[config.mk]
export PLATFORM = sky130hd
export DESIGN_NAME = boot_standby_top
export DESIGN_NICKNAME = d
export VERILOG_FILES = /design/src/rtl/boot_standby_pkg.sv /design/src/rtl/boot_standby_ctrl.sv /design/src/rtl/boot_standby_opt_dp.sv /design/src/rtl/boot_standby_top.sv
export SDC_FILE = /design/constraint.sdc
export NUM_CORES = 1
export LEC_CHECK = 0
export BUFFER_PORTS_ARGS = -buffer_cell sky130_fd_sc_hd__buf_2
export CAP_MARGIN = 20
export CELL_PAD_IN_SITES_DETAIL_PLACEMENT = 1
export CELL_PAD_IN_SITES_GLOBAL_PLACEMENT = 2
export CORE_UTILIZATION = 33
export CTS_BUF_LIST = sky130_fd_sc_hd__clkbuf_8 sky130_fd_sc_hd__clkbuf_16
export CTS_CLUSTER_DIAMETER = 120
export DETAILED_ROUTE_END_ITERATION = 6
export PLACE_DENSITY_LB_ADDON = 0.2
export SLEW_MARGIN = 20
export SYNTH_ARGS = -nofsm -noshare
export SYNTH_HDL_FRONTEND = slang
export SYNTH_SLANG_ARGS = --single-unit
[constraint.sdc]
create_clock -name clk -period 2.3 [get_ports clk]
set_input_delay 0.46 -clock clk [delete_from_list [all_inputs] [get_ports clk]]
set_output_delay 0.46 -clock clk [all_outputs]
set_load 0.03 [all_outputs]
[src/rtl/boot_standby_pkg.sv]
package boot_standby_pkg;

  typedef enum logic [2:0] {
    ST_WAIT_OSC,
    ST_RESET_HOLD,
    ST_OPTION_LOAD,
    ST_RUN,
    ST_HALT,
    ST_HOLD
  } seqState_e;

  typedef struct packed {
    logic optActive;
    logic optStep;
    logic forceOd;
    logic portsOff;
    logic oscOff;
  } seqCtl_t;

endpackage

[src/rtl/boot_standby_ctrl.sv]
module boot_standby_ctrl
  import boot_standby_pkg::*;
#(
  parameter int RST_MIN_CYC = 3,
  parameter int CFG_CYC     = 9
) (
  input  logic    clk,
  input  logic    porN,
  input  logic    resetPinN,
  input  logic    holdPinN,
  input  logic    oscStable,
  input  logic    cycStrobe,
  input  logic    haltReq,
  input  logic    holdReq,
  output logic    coreRst,
  output logic    pcClear,
  output seqCtl_t ctl
);

  localparam int CNT_MAX = (CFG_CYC > RST_MIN_CYC) ? CFG_CYC : RST_MIN_CYC;
  localparam int CNT_W   = $clog2(CNT_MAX + 1);
  localparam logic [CNT_W-1:0] RST_LIM = CNT_W'(RST_MIN_CYC);
  localparam logic [CNT_W-1:0] CFG_LAST = CNT_W'(CFG_CYC - 1);

  seqState_e state, nextState;
  logic [CNT_W-1:0] cnt, cntNext;
  logic rstAccept;

  assign rstAccept = !resetPinN && holdPinN;

  always_comb begin
    nextState = state;
    cntNext   = cnt;
    case (state)
      ST_WAIT_OSC: begin
        if (oscStable) begin
          nextState = ST_RESET_HOLD;
          cntNext   = '0;
        end
      end
      ST_RESET_HOLD: begin
        if (!oscStable) begin
          nextState = ST_WAIT_OSC;
          cntNext   = '0;
        end else if (!holdPinN) begin
          cntNext = '0;
        end else if (!resetPinN) begin
          if (cycStrobe && cnt < RST_LIM) cntNext = cnt + 1'b1;
        end else if (cnt == RST_LIM) begin
          nextState = ST_OPTION_LOAD;
          cntNext   = '0;
        end else begin
          cntNext = '0;
        end
      end
      ST_OPTION_LOAD: begin
        if (rstAccept) begin
          nextState = oscStable ? ST_RESET_HOLD : ST_WAIT_OSC;
          cntNext   = '0;
        end else if (cycStrobe) begin
          if (cnt == CFG_LAST) begin
            nextState = ST_RUN;
            cntNext   = '0;
          end else begin
            cntNext = cnt + 1'b1;
          end
        end
      end
      ST_RUN: begin
        if (rstAccept) begin
          nextState = oscStable ? ST_RESET_HOLD : ST_WAIT_OSC;
          cntNext   = '0;
        end else if (holdReq && !holdPinN) begin
          nextState = ST_HOLD;
        end else if (haltReq) begin
          nextState = ST_HALT;
        end
      end
      ST_HALT: begin
        if (rstAccept) begin
          nextState = oscStable ? ST_RESET_HOLD : ST_WAIT_OSC;
          cntNext   = '0;
        end else if (!haltReq) begin
          nextState = ST_RUN;
        end
      end
      ST_HOLD: begin
        if (holdPinN) begin
          nextState = ST_WAIT_OSC;
          cntNext   = '0;
        end
      end
      default: begin
        nextState = ST_WAIT_OSC;
        cntNext   = '0;
      end
    endcase
  end

  always_ff @(posedge clk or negedge porN) begin
    if (!porN) begin
      state   <= ST_WAIT_OSC;
      cnt     <= '0;
      pcClear <= 1'b0;
    end else begin
      state   <= nextState;
      cnt     <= cntNext;
      pcClear <= (state == ST_OPTION_LOAD) && (nextState == ST_RUN);
    end
  end

  assign coreRst       = (state == ST_WAIT_OSC) || (state == ST_RESET_HOLD) ||
                         (state == ST_OPTION_LOAD);
  assign ctl.optActive = (state == ST_OPTION_LOAD);
  assign ctl.optStep   = (state == ST_OPTION_LOAD) && cycStrobe;
  assign ctl.forceOd   = coreRst || !resetPinN;
  assign ctl.portsOff  = (state == ST_HOLD);
  assign ctl.oscOff    = (state == ST_HOLD);

  AST_PCCLR_SINGLE: assert property (@(posedge clk) disable iff (!porN)
    pcClear |=> !pcClear);
  AST_PCCLR_AFTER_WINDOW: assert property (@(posedge clk) disable iff (!porN)
    pcClear |-> (state == ST_RUN) && ($past(state) == ST_OPTION_LOAD));
  AST_HOLD_BLOCKS_RESET: assert property (@(posedge clk) disable iff (!porN)
    ((state == ST_RUN || state == ST_HALT || state == ST_HOLD) && !holdPinN)
      |=> !coreRst);
  AST_START_AFTER_MIN_LOW: assert property (@(posedge clk) disable iff (!porN)
    (state == ST_OPTION_LOAD && $past(state) == ST_RESET_HOLD)
      |-> $past(cnt) == RST_LIM);

endmodule

[src/rtl/boot_standby_opt_dp.sv]
module boot_standby_opt_dp
  import boot_standby_pkg::*;
#(
  parameter int          ADDR_W    = 14,
  parameter int          DATA_W    = 8,
  parameter int          NUM_PORTS = 8,
  parameter int          NUM_LVL   = 5,
  parameter logic [13:0] OPT_BASE  = 14'h3FF0
) (
  input  logic                     clk,
  input  logic                     porN,
  input  seqCtl_t                  ctl,
  input  logic [DATA_W-1:0]        optData,
  output logic                     optRd,
  output logic [ADDR_W-1:0]        optAddr,
  output logic [NUM_PORTS*4-1:0]   portPullEn,
  output logic [NUM_LVL-1:0]       resetLevel,
  output logic                     portsOff,
  output logic                     oscRun
);

  localparam int TYPE_BITS  = NUM_PORTS * 4;
  localparam int TYPE_WORDS = TYPE_BITS / DATA_W;
  localparam int OPT_WORDS  = TYPE_WORDS + 1;
  localparam int IDX_W      = $clog2(OPT_WORDS + 1);
  localparam logic [IDX_W-1:0] IDX_END = IDX_W'(OPT_WORDS);

  logic [IDX_W-1:0]  idx;
  logic [DATA_W-1:0] optWord [OPT_WORDS];
  logic [TYPE_BITS-1:0] typeBits;

  assign optRd   = ctl.optActive && (idx < IDX_END);
  assign optAddr = ADDR_W'(OPT_BASE) + ADDR_W'(idx);

  always_ff @(posedge clk or negedge porN) begin
    if (!porN) begin
      idx <= '0;
      for (int w = 0; w < OPT_WORDS; w++) optWord[w] <= '0;
    end else if (!ctl.optActive) begin
      idx <= '0;
    end else if (ctl.optStep && (idx < IDX_END)) begin
      optWord[idx] <= optData;
      idx          <= idx + 1'b1;
    end
  end

  for (genvar k = 0; k < TYPE_WORDS; k++) begin : g_type
    assign typeBits[k*DATA_W +: DATA_W] = optWord[k];
  end

  assign portPullEn = ctl.forceOd ? '0 : typeBits;
  assign resetLevel = optWord[TYPE_WORDS][NUM_LVL-1:0];
  assign portsOff   = ctl.portsOff;
  assign oscRun     = !ctl.oscOff;

  AST_IDX_IN_RANGE: assert property (@(posedge clk) disable iff (!porN)
    idx <= IDX_END);
  AST_IDX_IDLE_OUTSIDE: assert property (@(posedge clk) disable iff (!porN)
    !ctl.optActive |=> (idx == '0) || ctl.optActive);

endmodule

[src/rtl/boot_standby_top.sv]
module boot_standby_top
  import boot_standby_pkg::*;
#(
  parameter int          ADDR_W      = 14,
  parameter int          DATA_W      = 8,
  parameter int          NUM_PORTS   = 8,
  parameter int          NUM_LVL     = 5,
  parameter int          RST_MIN_CYC = 3,
  parameter int          CFG_CYC     = 9,
  parameter logic [13:0] OPT_BASE    = 14'h3FF0
) (
  input  logic                   clk,
  input  logic                   porN,
  input  logic                   resetPinN,
  input  logic                   holdPinN,
  input  logic                   oscStable,
  input  logic                   cycStrobe,
  input  logic                   haltReq,
  input  logic                   holdReq,
  input  logic [DATA_W-1:0]      optData,
  output logic                   optRd,
  output logic [ADDR_W-1:0]      optAddr,
  output logic                   coreRst,
  output logic                   pcClear,
  output logic [NUM_PORTS*4-1:0] portPullEn,
  output logic [NUM_LVL-1:0]     resetLevel,
  output logic                   portsOff,
  output logic                   oscRun
);

  seqCtl_t ctl;

  boot_standby_ctrl #(
    .RST_MIN_CYC(RST_MIN_CYC),
    .CFG_CYC    (CFG_CYC)
  ) u_ctrl (
    .clk      (clk),
    .porN     (porN),
    .resetPinN(resetPinN),
    .holdPinN (holdPinN),
    .oscStable(oscStable),
    .cycStrobe(cycStrobe),
    .haltReq  (haltReq),
    .holdReq  (holdReq),
    .coreRst  (coreRst),
    .pcClear  (pcClear),
    .ctl      (ctl)
  );

  boot_standby_opt_dp #(
    .ADDR_W   (ADDR_W),
    .DATA_W   (DATA_W),
    .NUM_PORTS(NUM_PORTS),
    .NUM_LVL  (NUM_LVL),
    .OPT_BASE (OPT_BASE)
  ) u_dp (
    .clk       (clk),
    .porN      (porN),
    .ctl       (ctl),
    .optData   (optData),
    .optRd     (optRd),
    .optAddr   (optAddr),
    .portPullEn(portPullEn),
    .resetLevel(resetLevel),
    .portsOff  (portsOff),
    .oscRun    (oscRun)
  );

  AST_RESET_PIN_FORCES_OD: assert property (@(posedge clk) disable iff (!porN)
    !resetPinN |-> portPullEn == '0);
  AST_READ_ONLY_IN_RESET: assert property (@(posedge clk) disable iff (!porN)
    optRd |-> coreRst && !pcClear);
  AST_HOLD_ENTRY_NEEDS_PIN: assert property (@(posedge clk) disable iff (!porN)
    $rose(portsOff) |-> $past(!holdPinN));
  AST_HOLD_NOT_IN_RESET: assert property (@(posedge clk) disable iff (!porN)
    portsOff |-> !coreRst);

endmodule

Word-level counts from Yosys, hierarchy flattened
Cells that the tools add are included.
{"block": "op_classes", "n_bitwise": 1, "order_cmp": 4, "n_reduce_logical": 18, "addsub": 3, "muxes": 33, "eq_ne": 14}
{"cell": "3-bit two-way mux", "n": 16}
{"cell": "40-bit bitwise mux", "n": 1}
{"cell": "4-bit two-way mux", "n": 10}
{"cell": "32-bit two-way mux", "n": 1}
{"cell": "8-bit demux with 3-bit select", "n": 1}
{"cell": "4-bit case mux with 5 select lines", "n": 1}
{"cell": "3-bit case mux with 6 select lines", "n": 1}
{"cell": "3-bit by 2-bit equality test with 1-bit output, second input constant", "n": 3}
{"cell": "1-bit logical AND", "n": 8}
{"cell": "8-bit two-way mux", "n": 1}
{"cell": "5-bit by 4-bit adder with 6-bit output, first input constant", "n": 1}
{"cell": "3-bit equality test, second input constant", "n": 2}
{"cell": "2-bit != test, second input constant", "n": 3}
{"cell": "5-bit by 4-bit != test with 1-bit output, second input constant", "n": 1}
{"cell": "5-bit AND reduction", "n": 1}
{"cell": "4-bit by 1-bit adder with 4-bit output, second input constant", "n": 1}
{"cell": "4-bit by 2-bit equality test with 1-bit output, second input constant", "n": 1}
{"cell": "4-bit equality test, second input constant", "n": 1}
{"cell": "4-bit greater-or-equal comparator, second input constant", "n": 1}
{"cell": "4-bit by 1-bit < comparator with 1-bit output, second input constant", "n": 1}
{"cell": "4-bit by 2-bit < comparator with 1-bit output, second input constant", "n": 1}
{"cell": "3-bit NOT with 4-bit output", "n": 1}
{"cell": "3-bit by 1-bit adder with 3-bit output, second input constant", "n": 1}
{"cell": "3-bit by 1-bit equality test with 1-bit output, second input constant", "n": 1}
{"cell": "other kinds (9)", "n": 13}
{"block": "word_totals", "input_bits": 16, "output_inout_bits": 56, "ff_bits": 51, "elab_cells": 82}

Logic depth before layout (Yosys ltp)
Gate-level depths: netlist (run 1).
{"block": "depth", "word_depth": 8, "mapped_depth": 7, "mapped_depth_nobuf": 7}

By module
From an unflattened synthesis (run 1), not the netlist that was laid out.
{"block": "hier_totals", "cells_unflattened": 236, "hier_area_um2": 2603.7}
{"module": "boot_standby_opt_dp", "seq_area_each_um2": 1001.0, "instances": 1, "cells_each": 158, "area_per_inst_um2": 1965.6}
{"module": "boot_standby_ctrl", "seq_area_each_um2": 200.2, "instances": 1, "cells_each": 78, "area_per_inst_um2": 638.1}

Least setup slack after synthesis (run 1)
No wires, ideal clock.
{"block": "synth_path", "kind": "flip-flop to output port", "from": "register u_ctrl.state[0]", "to": "output portPullEn[10]", "arrival_ps": 1666, "slack_ps": 174, "t_required_ps": 1840, "stages_incl_launch_ff": 6, "path_buffers": 2, "path_cell_list": "dfrtp_1 > buf_4 > a21oi_1 > nor2b_1 > clkbuf_1 > and2_1"}
{"block": "synth_between", "elab_chain_cells": 5, "elab_cells_between_ends": 7, "classes_between": "eq/ne (2); mux (1); reduce/logical (4)"}
{"element": "start: declaration", "line": "boot_standby_ctrl.sv:25", "rtl": "seqState_e state, nextState;"}
{"element": "start signal: assignment", "line": "boot_standby_ctrl.sv:106", "rtl": "state <= nextState;"}
{"element": "3-bit by 1-bit equality test with 1-bit output / 3-bit zero test (equally long branches)", "line": "boot_standby_ctrl.sv:112", "rtl": "assign coreRst = (state == ST_WAIT_OSC) || (state == ST_RESET_HOLD) ||"}
{"element": "1-bit logical OR", "line": "boot_standby_ctrl.sv:112"}
{"element": "1-bit logical OR *", "line": "boot_standby_ctrl.sv:112"}
{"element": "via coreRst", "line": "boot_standby_top.sv:23", "rtl": "output logic coreRst,"}
{"element": "1-bit logical OR *", "line": "boot_standby_ctrl.sv:116", "rtl": "assign ctl.forceOd = coreRst || !resetPinN;"}
{"element": "32-bit two-way mux *", "line": "boot_standby_opt_dp.sv:51", "rtl": "assign portPullEn = ctl.forceOd ? '0 : typeBits;"}
{"element": "end: declaration", "line": "boot_standby_top.sv:25", "rtl": "output logic [NUM_PORTS*4-1:0] portPullEn,"}
Mark *: on every way through the listed nets, which the timed path passes. The rest lies on a longest branch.

Final worst setup path (run 1)
{"block": "layout_path", "from": "register u_ctrl.state[1]", "to": "output portPullEn[28]"}
{"block": "layout_between", "elab_chain_cells": 5, "elab_cells_between_ends": 7, "classes_between": "eq/ne (2); mux (1); reduce/logical (4)"}
{"element": "3-bit by 1-bit equality test with 1-bit output / 3-bit zero test (equally long branches)", "line": "boot_standby_ctrl.sv:112"}
{"element": "1-bit logical OR", "line": "boot_standby_ctrl.sv:112"}
{"element": "1-bit logical OR *", "line": "boot_standby_ctrl.sv:112"}
{"element": "1-bit logical OR *", "line": "boot_standby_ctrl.sv:116"}
{"element": "32-bit two-way mux *", "line": "boot_standby_opt_dp.sv:51"}
Mark *: on every way between the ends. The rest lies on a longest branch, timed or not.

==> flow_summary.ini, run 1 <==
[detailed_routing]
vias = 1884
wl_per_cell_um = 14.5
ant_nets = 0
drt_wl_total_um = 5800
firstDrtPassIters = 4
drc = 0
vias_per_cell = 4.72
drt_iter0_markers = 87

[timing]
tightest_slew_ns = 0.629
rsz0062_at_grt = false
slew_headroom_pct = 58.0
tns_ns = 0
hold_violations = 0
slew_viol_final = 0
setup_viol = 0
max_freq_ghz = 0.469
clock_skew_ns = 0.00434
timing.hold.ws_ns = 0.248
min_period_ns = 2.13
timing.final.crit_share_pct = 92.6

[pwr]
power_frac_seq_pct = 53.3
power_switching_share_pct = 22.9
power_frac_comb_pct = 6.5
peakVddDrop_v = 0.000287
power_density_nw_per_um2 = 517
internal_power_mw = 1.22
p_sw_mw = 0.364
p_clk_share_pct = 40.2
p_leak_nw = 1.74

[cells_and_area]
drive_gt1_share_pct = 40.1
antenna_cells = 0
final-instance-count-excl-fill = 399
nets = 315
n_fill_cell = 901
fin_area_um2 = 3070
syn_to_final_growth_pct = 17.8

[floorplan]
core_um2 = 7690
die-area_um2 = 8260
io_pins = 72
dieWidth_um = 90.9
fp.dieH_um = 90.9
start_util_pct = 33.9
placementRows = 32

[clock_network]
cts_max_path_buffers = 2
clk_latency_ns = 0.30
cts_root_buffer = clkbuf_8
cts_tree = yes
holdBufCountCts = 0
numCtsBuffers = 5
htreeDepth = 2
cts.sinks = 48
post_cts_buffers = 0
clk_pin_slew_worst_paths_ns = 0.09

[synthesis]
synthCells = 238
synth-edff-count = 0
synth_warnings = 0
syn_avg_cell_area_um2 = 11.0
synth_cell_types = 51
synth_ff_type = dfrtp_1
synthesis.area_um2 = 2610
ys_seq_area_share_pct = 46.1
synth-seq-cells = 48
synthArstFlopShare_pct = 100

[worst_setup_path]
crit_buf_inv = 2
cpLargestDelayFamily = flip-flops
r2r-start = u_ctrl.cnt[0]$_DFFE_PN0P_
crit_path_max_fanout = 31
end_kind = output pin
arrival_ns = 1.67
slowest_stage = dfrtp_2
worstSetupPathType = register to output pin
crit_chain = a21oi_1 -> nor2b_2 -> buf_4 -> and2_1 -> buf_2
cp-startpoint = u_ctrl.state[1]$_DFF_PN0_
worstSetupStartpointType = register
required_ns = 1.84
cp_slowest_stage_delay_ns = 0.47

[grt]
grt_pass1_vias = 1862
grt_pass1_wl_um = 9720
use_met1_pct = 21.4
use_met3_pct = 3.20
grt_usage_pct = 15.0
grt-busiest-layer = met2
grt_max_degree = 49
gr-total-overflow = 0
antenna_found_initial = 0
grt.met2_usage_pct = 22.4

[run]
cap_violations = 0

[place]
portBuffers = 60
place_congestion = 0.869
placed_area_um2 = 2950
dp_cells = 391
hpwl_um = 4240

[outcome]
status = finished, final reports clean

[min_path]
hold_class = primary input to async pin
## cells in the mapped netlist (all sizes together), types with 2 or more instances
cell	n	area (µm²)
dfrtp	48	1200
clkbuf	4	15.0
mux2	33	379
and2	32	200
nand2b	2	12.5
a31oi	3	25.0
inv	9	33.8
nand3b	4	55.1
buf	19	146
ha	3	37.5
o2111ai	2	17.5
nand2	26	113
o21ai	4	23.8
nand3	3	27.5
a21oi	6	30.0
nor3	4	20.0
nor2b	3	26.3
nor2	9	50.1
conb	2	7.51
o22ai	2	12.5
## layout by cell type, fill, tap and decap left out, types with 2 or more instances in the layout
cell	instances
o2111ai_1	2
ha_1	3
mux2_4	2
a21oi_1	6
nand2b_1	2
dfrtp_2	2
buf_4	5
o21ai_0	3
nand3_1	2
clkbuf_8	6
nor2_1	8
o22ai_1	2
and2_1	32
nand2_4	2
mux2_2	30
inv_1	8
nand2_1	24
conb_1	11
dfrtp_1	46
a31oi_1	2
nand3b_1	2
nand3b_4	2
buf_2	60
nor3_1	4
## sequential cells by signal, summed over array words and instances (netlist names)
register / cells
u_dp.resetLevel: 5
u_ctrl.cnt: 4
u_ctrl.state: 3
u_dp.idx: 3
u_ctrl.pcClear: 1
u_dp.optWord: 32
## area by class of cell
cell class                      instances  area [µm²]  share of cell area [%]
Multi-Input combinational cell        167        1250                    40.6
Sequential cell                        48        1200                    39.2
Timing Repair Buffer                   65         338                    11.0
Tap cell                              102         128                    4.15
Clock buffer                            6        82.6                    2.69
Clock inverter                          2        38.8                    1.26
Inverter                                9        33.8                    1.10
## power groups by stage
stage                     logic (mW)  clock network [mW]  registers [mW]
after global placement         0.104                   0           0.863
after floorplan               0.0659                   0           0.863
after global routing           0.113               0.702           0.847
final                          0.103               0.639           0.846
after CTS                      0.105               0.669           0.846
after detailed placement       0.104                   0           0.863
## metal layers
metal  up-vias  routed length, µm
met3         6                246
met4         0                 85
met2        48               2660
met1       929               2810
li1        901                  -
met5         -                  0
## path summary, 6_finish.rpt
kind                       cells past startpoint                              to  slack [ns]
setup / recovery                               5                  portPullEn[28]        0.17
hold / removal                                 2         u_dp.idx[0]$_DFFE_PN0P_        0.25
setup reg to reg                               6       u_ctrl.cnt[0]$_DFFE_PN0P_        0.32
hold reg to reg                                2  u_dp.resetLevel[2]$_DFFE_PN0P_        0.48
max in group asynchronous                      2       u_ctrl.state[1]$_DFF_PN0_        1.59
min in group clk                               3  u_dp.resetLevel[1]$_DFFE_PN0P_        0.42
## per-stage QoR
stage	worst slack [ns]	power, mW	utilization [%]
finish	0.169	1.59	40.0
global route	0.0115	1.66	40.0
CTS	0.0343	1.62	39.9
detailed placement	0.378	0.967	38.3
global placement	0.367	0.967	38.3
floorplan	0.174	0.929	-
## cell families (layout without fill, tap and decap cells)
family | Yosys count | count (layout) | share of synthesized area (%)
and+or+nand+nor | 90 | 90 | 21.7
DFF | 48 | 48 | 46.1
muxes | 34 | 34 | 14.9
buffers and inverters | 32 | 82 | 7.49
AOI/OAI and AO/OA | 29 | 29 | 8.11
adders and majority gates | 3 | 3 | 1.44
other | 2 | 11 | 0.288
## repair_timing
| item | CTS | global route |
|---|---|---|
| resized for setup | 0 | 2 |
| endpoints found under the setup margin | 0 | 31 |
| hold endpoints to repair | 0 | 0 |
Power figures use the tool's default switching activity.
==> run 2, diff against run 1 <==
==> constraint.sdc (replaced) <==
create_clock -name clk -period 2.3 [get_ports clk]
set_input_delay 0.69 -clock clk [delete_from_list [all_inputs] [get_ports clk]]
set_output_delay 0.69 -clock clk [all_outputs]
set_load 0.03 [all_outputs]
==> run 2 against run 1 <==
Against the previous run: setup slack worse by 0.098 ns; critical path depth did not move; sequential power about the same; register-to-register slack improved by 0.13 ns; power is 1.6% lower; wire length increased by 2.1%; clock-buffer cell count decreased by 1; via count up 1.8%; first-iteration DRC count down 44%; hold slack gained 0.088 ns.
==> flow_summary.ini, run 2 (same netlist as run 1, synthesis figures left out) <==
[cells_and_area]
layout_common_cells = buf_2 (60), dfrtp_1 (46), and2_1 (32)
nets = 321
final_common_cell = buf_2
n_fill_cell = 907
antenna_cells = 0
multi_input_area_um2 = 1260
final_util_pct = 40.8
drive_gt1_share_pct = 41.6
regArea_um2 = 1200
syn_to_final_growth_pct = 20.3
largest_register_ffs = 32
regMostFlops = u_dp.optWord

[detailed_routing]
firstDrtPassIters = 4
drt_iter0_markers = 49
wl_per_cell_um = 14.6
vias_per_cell = 4.73
ant_nets = 0
drc = 0
drt_wl_total_um = 5920
vias = 1917

[timing]
hold_violations = 0
slew_viol_final = 0
clock_skew_ns = 0.00409
timing.final.crit_share_pct = 96.9
max_freq_ghz = 0.449
min_period_ns = 2.23
tns_ns = 0
setup_viol = 0
rsz0062_at_grt = false

[grt]
grt_pass1_wl_um = 9310
gr-total-overflow = 0
antenna_found_initial = 0
grt_pass1_vias = 1768
grt_max_degree = 33
grt_usage_pct = 14.6

[clock_network]
cts.sinks = 48
numCtsBuffers = 5
clk_pin_slew_worst_paths_ns = 0.09
cts_tree = yes
holdBufCountCts = 0
htreeDepth = 2
cts_max_path_buffers = 2
clk_latency_ns = 0.31
cts_root_buffer = clkbuf_8

[outcome]
status = finished, final reports clean

[place]
hpwl_um = 4440
portBuffers = 60
place_congestion = 0.749

[worst_setup_path]
slowest_stage = dfrtp_2
worstSetupPathType = register to output pin
end_kind = output pin
required_ns = 1.61
worstSetupStartpointType = register
cp_slowest_stage_delay_ns = 0.45
crit_path_max_fanout = 32
arrival_ns = 1.54
crit_chain = a21oi_2 -> nor2b_2 -> buf_12 -> and2_1 -> buf_2

[pwr]
p_leak_nw = 1.78
power_frac_comb_pct = 6.8
peakVddDrop_v = 0.000272
power_frac_seq_pct = 54.3
power_switching_share_pct = 23.7
internal_power_mw = 1.19
p_sw_mw = 0.370
power_density_nw_per_um2 = 498
p_clk_share_pct = 38.9

[floorplan]
die-area_um2 = 8260
start_util_pct = 33.9
placementRows = 32
core_um2 = 7690
dieWidth_um = 90.9
io_pins = 72
fp.dieH_um = 90.9

[run]
cap_violations = 0

[min_path]
hold_class = primary input to async pin
run 2: cell types whose count changed in the layout (fill, tap and decap cells not counted):
cell,before,now
buf_4,5,9
a21oi_2,0,1
a21oi_1,6,5
clkbuf_8,6,5
buf_12,0,2
inv_1,8,9
nor3_1,4,3
nor3_2,0,1
clkinv_4,1,0
clkinv_2,0,1
run 2: power by group through the flow:
stage / sequential, mW / combinational, mW / clock (mW)
floorplan: 0.863 / 0.0663 / 0
global placement: 0.864 / 0.108 / 0
detailed placement: 0.864 / 0.108 / 0
CTS: 0.847 / 0.109 / 0.627
global route: 0.848 / 0.117 / 0.648
finish: 0.847 / 0.107 / 0.608
run 2: layout make-up:
class | instances | share of cell area (%)
clock inverter | 3 | 1.24
tap | 102 | 4.07
multi-input combinational | 167 | 40.0
timing repair buffer | 71 | 13.0
inverter | 9 | 1.08
clock buffer | 5 | 2.19
sequential | 48 | 38.4
run 2: what timing repair did:
action	4_1_cts	5_1_grt
gates resized for setup	1	2
gates cloned	0	0
setup buffers	0	0
endpoints found under the setup margin	8	23
hold endpoints to repair	0	0
run 2: metrics by stage:
step                      setup WS, ns  cell area, µm²  instances  hold WS, ns  power [mW]
after global routing            0.0194            3140        405        0.352        1.61
after floorplan                 0.0447            2650        247        0.394       0.929
after global placement          0.0470            3020        397        0.461       0.972
final                           0.0716            3140        405        0.335        1.56
after CTS                      0.00652            3130        405        0.338        1.58
after detailed placement        0.0326            3020        397        0.458       0.972
run 2: worst max-delay path, delay by kind of cell, from the launching register on:
family	cells	cell delay [ns]
compound gates	1	0.19
simple gates	2	0.24
flops	1	0.45
buf+inv	2	0.32
run 2: final timing paths:
path                       slack [ns]                           start                              to  cells past startpoint
max reg2reg                      0.45       u_ctrl.state[2]$_DFF_PN0_       u_ctrl.cnt[0]$_DFFE_PN0P_                      6
max                              0.07       u_ctrl.state[0]$_DFF_PN0_                  portPullEn[16]                      5
max in group asynchronous        1.44                            porN    u_dp.optWord[25]$_DFFE_PN0P_                      2
min reg2reg                      0.48  u_dp.resetLevel[3]$_DFFE_PN0P_  u_dp.resetLevel[3]$_DFFE_PN0P_                      2
min in group clk                 0.48  u_dp.resetLevel[3]$_DFFE_PN0P_  u_dp.resetLevel[3]$_DFFE_PN0P_                      2
min                              0.34                            porN    u_dp.optWord[21]$_DFFE_PN0P_                      1
run 2: metal layers:
layer  vias up  wire [µm]  GRT usage (%)
li1        918          -              -
met1       943       2900           20.7
met2        49       2700           22.0
met3         7        248           3.03
met4         0         72           5.16
met5         -          0              0
==> run 3, diff against run 2 <==
GPL_TIMING_DRIVEN = 0   (was not set)
==> run 3 against run 2 <==
Against the previous run: global-route usage is 0.96 points higher; core utilization is 3.8 points higher; sequential share of layout area is 3.3 points lower; highest routed layer unchanged.
==> flow_summary.ini, run 3 (same netlist as run 1, synthesis figures left out) <==
[grt]
grt_pass1_wl_um = 10100
gr-total-overflow = 0
use_met3_pct = 2.95
grt_max_degree = 49
antenna_found_initial = 0
use_met1_pct = 21.1
grt.met2_usage_pct = 24.7
grt-busiest-layer = met2
grt_pass1_vias = 1945
grt_usage_pct = 15.6

[floorplan]
dieWidth_um = 90.9
core_um2 = 7690
placementRows = 32
io_pins = 72
fp.dieH_um = 90.9
start_util_pct = 33.9
die-area_um2 = 8260

[worst_setup_path]
crit_path_max_fanout = 10
crit_chain = buf_6 -> a21oi_4 -> nor2b_4 -> buf_8 -> and2_1 -> buf_4
cpLargestDelayFamily = buffers and inverters
cp_slowest_stage_delay_ns = 0.38
arrival_ns = 1.55
slowest_stage = dfrtp_1
required_ns = 1.61
worstSetupPathType = register to output pin
end_kind = output pin
rrSetupSlack_ns = 0.43
crit_buf_inv = 3
worstSetupStartpointType = register

[timing]
tightest_slew_ns = 0.611
timing.final.crit_share_pct = 97.2
setup_viol = 0
slew_viol_final = 0
slew_headroom_pct = 59.2
timing.hold.ws_ns = 0.377
min_period_ns = 2.24
max_freq_ghz = 0.447
rsz0062_at_grt = true
hold_violations = 0
clock_skew_ns = 0.00984

[pwr]
peakVddDrop_v = 0.000230
power_density_nw_per_um2 = 471
total_power_mw = 1.62
p_leak_nw = 1.86

[cells_and_area]
largest_register_ffs = 32
nets = 334
fin_area_um2 = 3430
regMostFlops = u_dp.optWord
drive_gt1_share_pct = 44.9
syn_to_final_growth_pct = 31.6
final_common_cell = dfrtp_1
antenna_cells = 0
n_fill_cell = 884
final-instance-count-excl-fill = 418
final_util_pct = 44.6
layout_common_cells = dfrtp_1 (46), and2_1 (31), mux2_2 (30)

[detailed_routing]
drt_iter0_markers = 66
firstDrtPassIters = 4
drt_wl_total_um = 5980
vias_per_cell = 4.72
vias = 1973
ant_nets = 0
drc = 0
wl_per_cell_um = 14.3

[clock_network]
cts.sinks = 48
numCtsBuffers = 5
cts_max_path_buffers = 2
holdBufCountCts = 0
clk_pin_slew_worst_paths_ns = 0.10
cts_tree = yes
clk_latency_ns = 0.31
cts_root_buffer = clkbuf_8
htreeDepth = 2

[outcome]
status = finished, final reports clean

[place]
placed_area_um2 = 3080
dp_cells = 409
portBuffers = 60
hpwl_um = 4360
place_congestion = 0.732

[min_path]
hold_class = primary input to async pin

[run]
cap_violations = 0
run 3: changes by cell type in the layout (fill, tap and decap cells not counted), sizes merged:
cell	change
buf	+13
clkbuf	+1
inv	-1
run 3: per-layer routing:
metal  routed length, µm  up-vias
met5                   0        -
li1                    -      942
met3                 214        8
met2                2840       46
met1                2830      977
met4                  88        0
run 3: final timing paths:
path                                                 from                             end  cells after the start
max in group asynchronous                            porN         u_dp.idx[0]$_DFFE_PN0P_                      1
min in group clk           u_dp.resetLevel[1]$_DFFE_PN0P_  u_dp.resetLevel[1]$_DFFE_PN0P_                      2
max                             u_ctrl.state[0]$_DFF_PN0_                   portPullEn[4]                      6
min reg2reg                u_dp.resetLevel[1]$_DFFE_PN0P_  u_dp.resetLevel[1]$_DFFE_PN0P_                      2
max reg2reg                     u_ctrl.cnt[0]$_DFFE_PN0P_       u_ctrl.cnt[0]$_DFFE_PN0P_                      6
min                                                  porN    u_dp.optWord[21]$_DFFE_PN0P_                      1
run 3: what timing repair did:
action                                  in CTS  in global routing
resized for setup                           19                 77
pin swaps                                    1                  1
buffers inserted                             2                  0
endpoints found under the setup margin      31                 31
run 3: cell type report:
cell class,count,area (µm²),share of cell area [%]
inverter,9,33.8,0.985
clock buffer,6,82.6,2.41
tap,102,128,3.72
buffer,22,195,5.69
multi-input combinational,167,1270,37.1
timing repair buffer,62,475,13.9
clock inverter,2,38.8,1.13
sequential,48,1200,35.1
run 3: report_power, final:
group	internal (mW)	leakage [nW]	switching, mW
Clock	0.356	0.0614	0.297
Sequential	0.845	0.665	0.00126
Combinational	0.0369	1.14	0.0811
run 3: through the flow:
stage               setup TNS (ns)  setup WS, ns
global route               -0.0972       -0.0131
finish                           0        0.0644
CTS                        -0.0214      -0.00875
floorplan                        0        0.0447
detailed placement           -9.40        -0.358
global placement             -8.70        -0.342
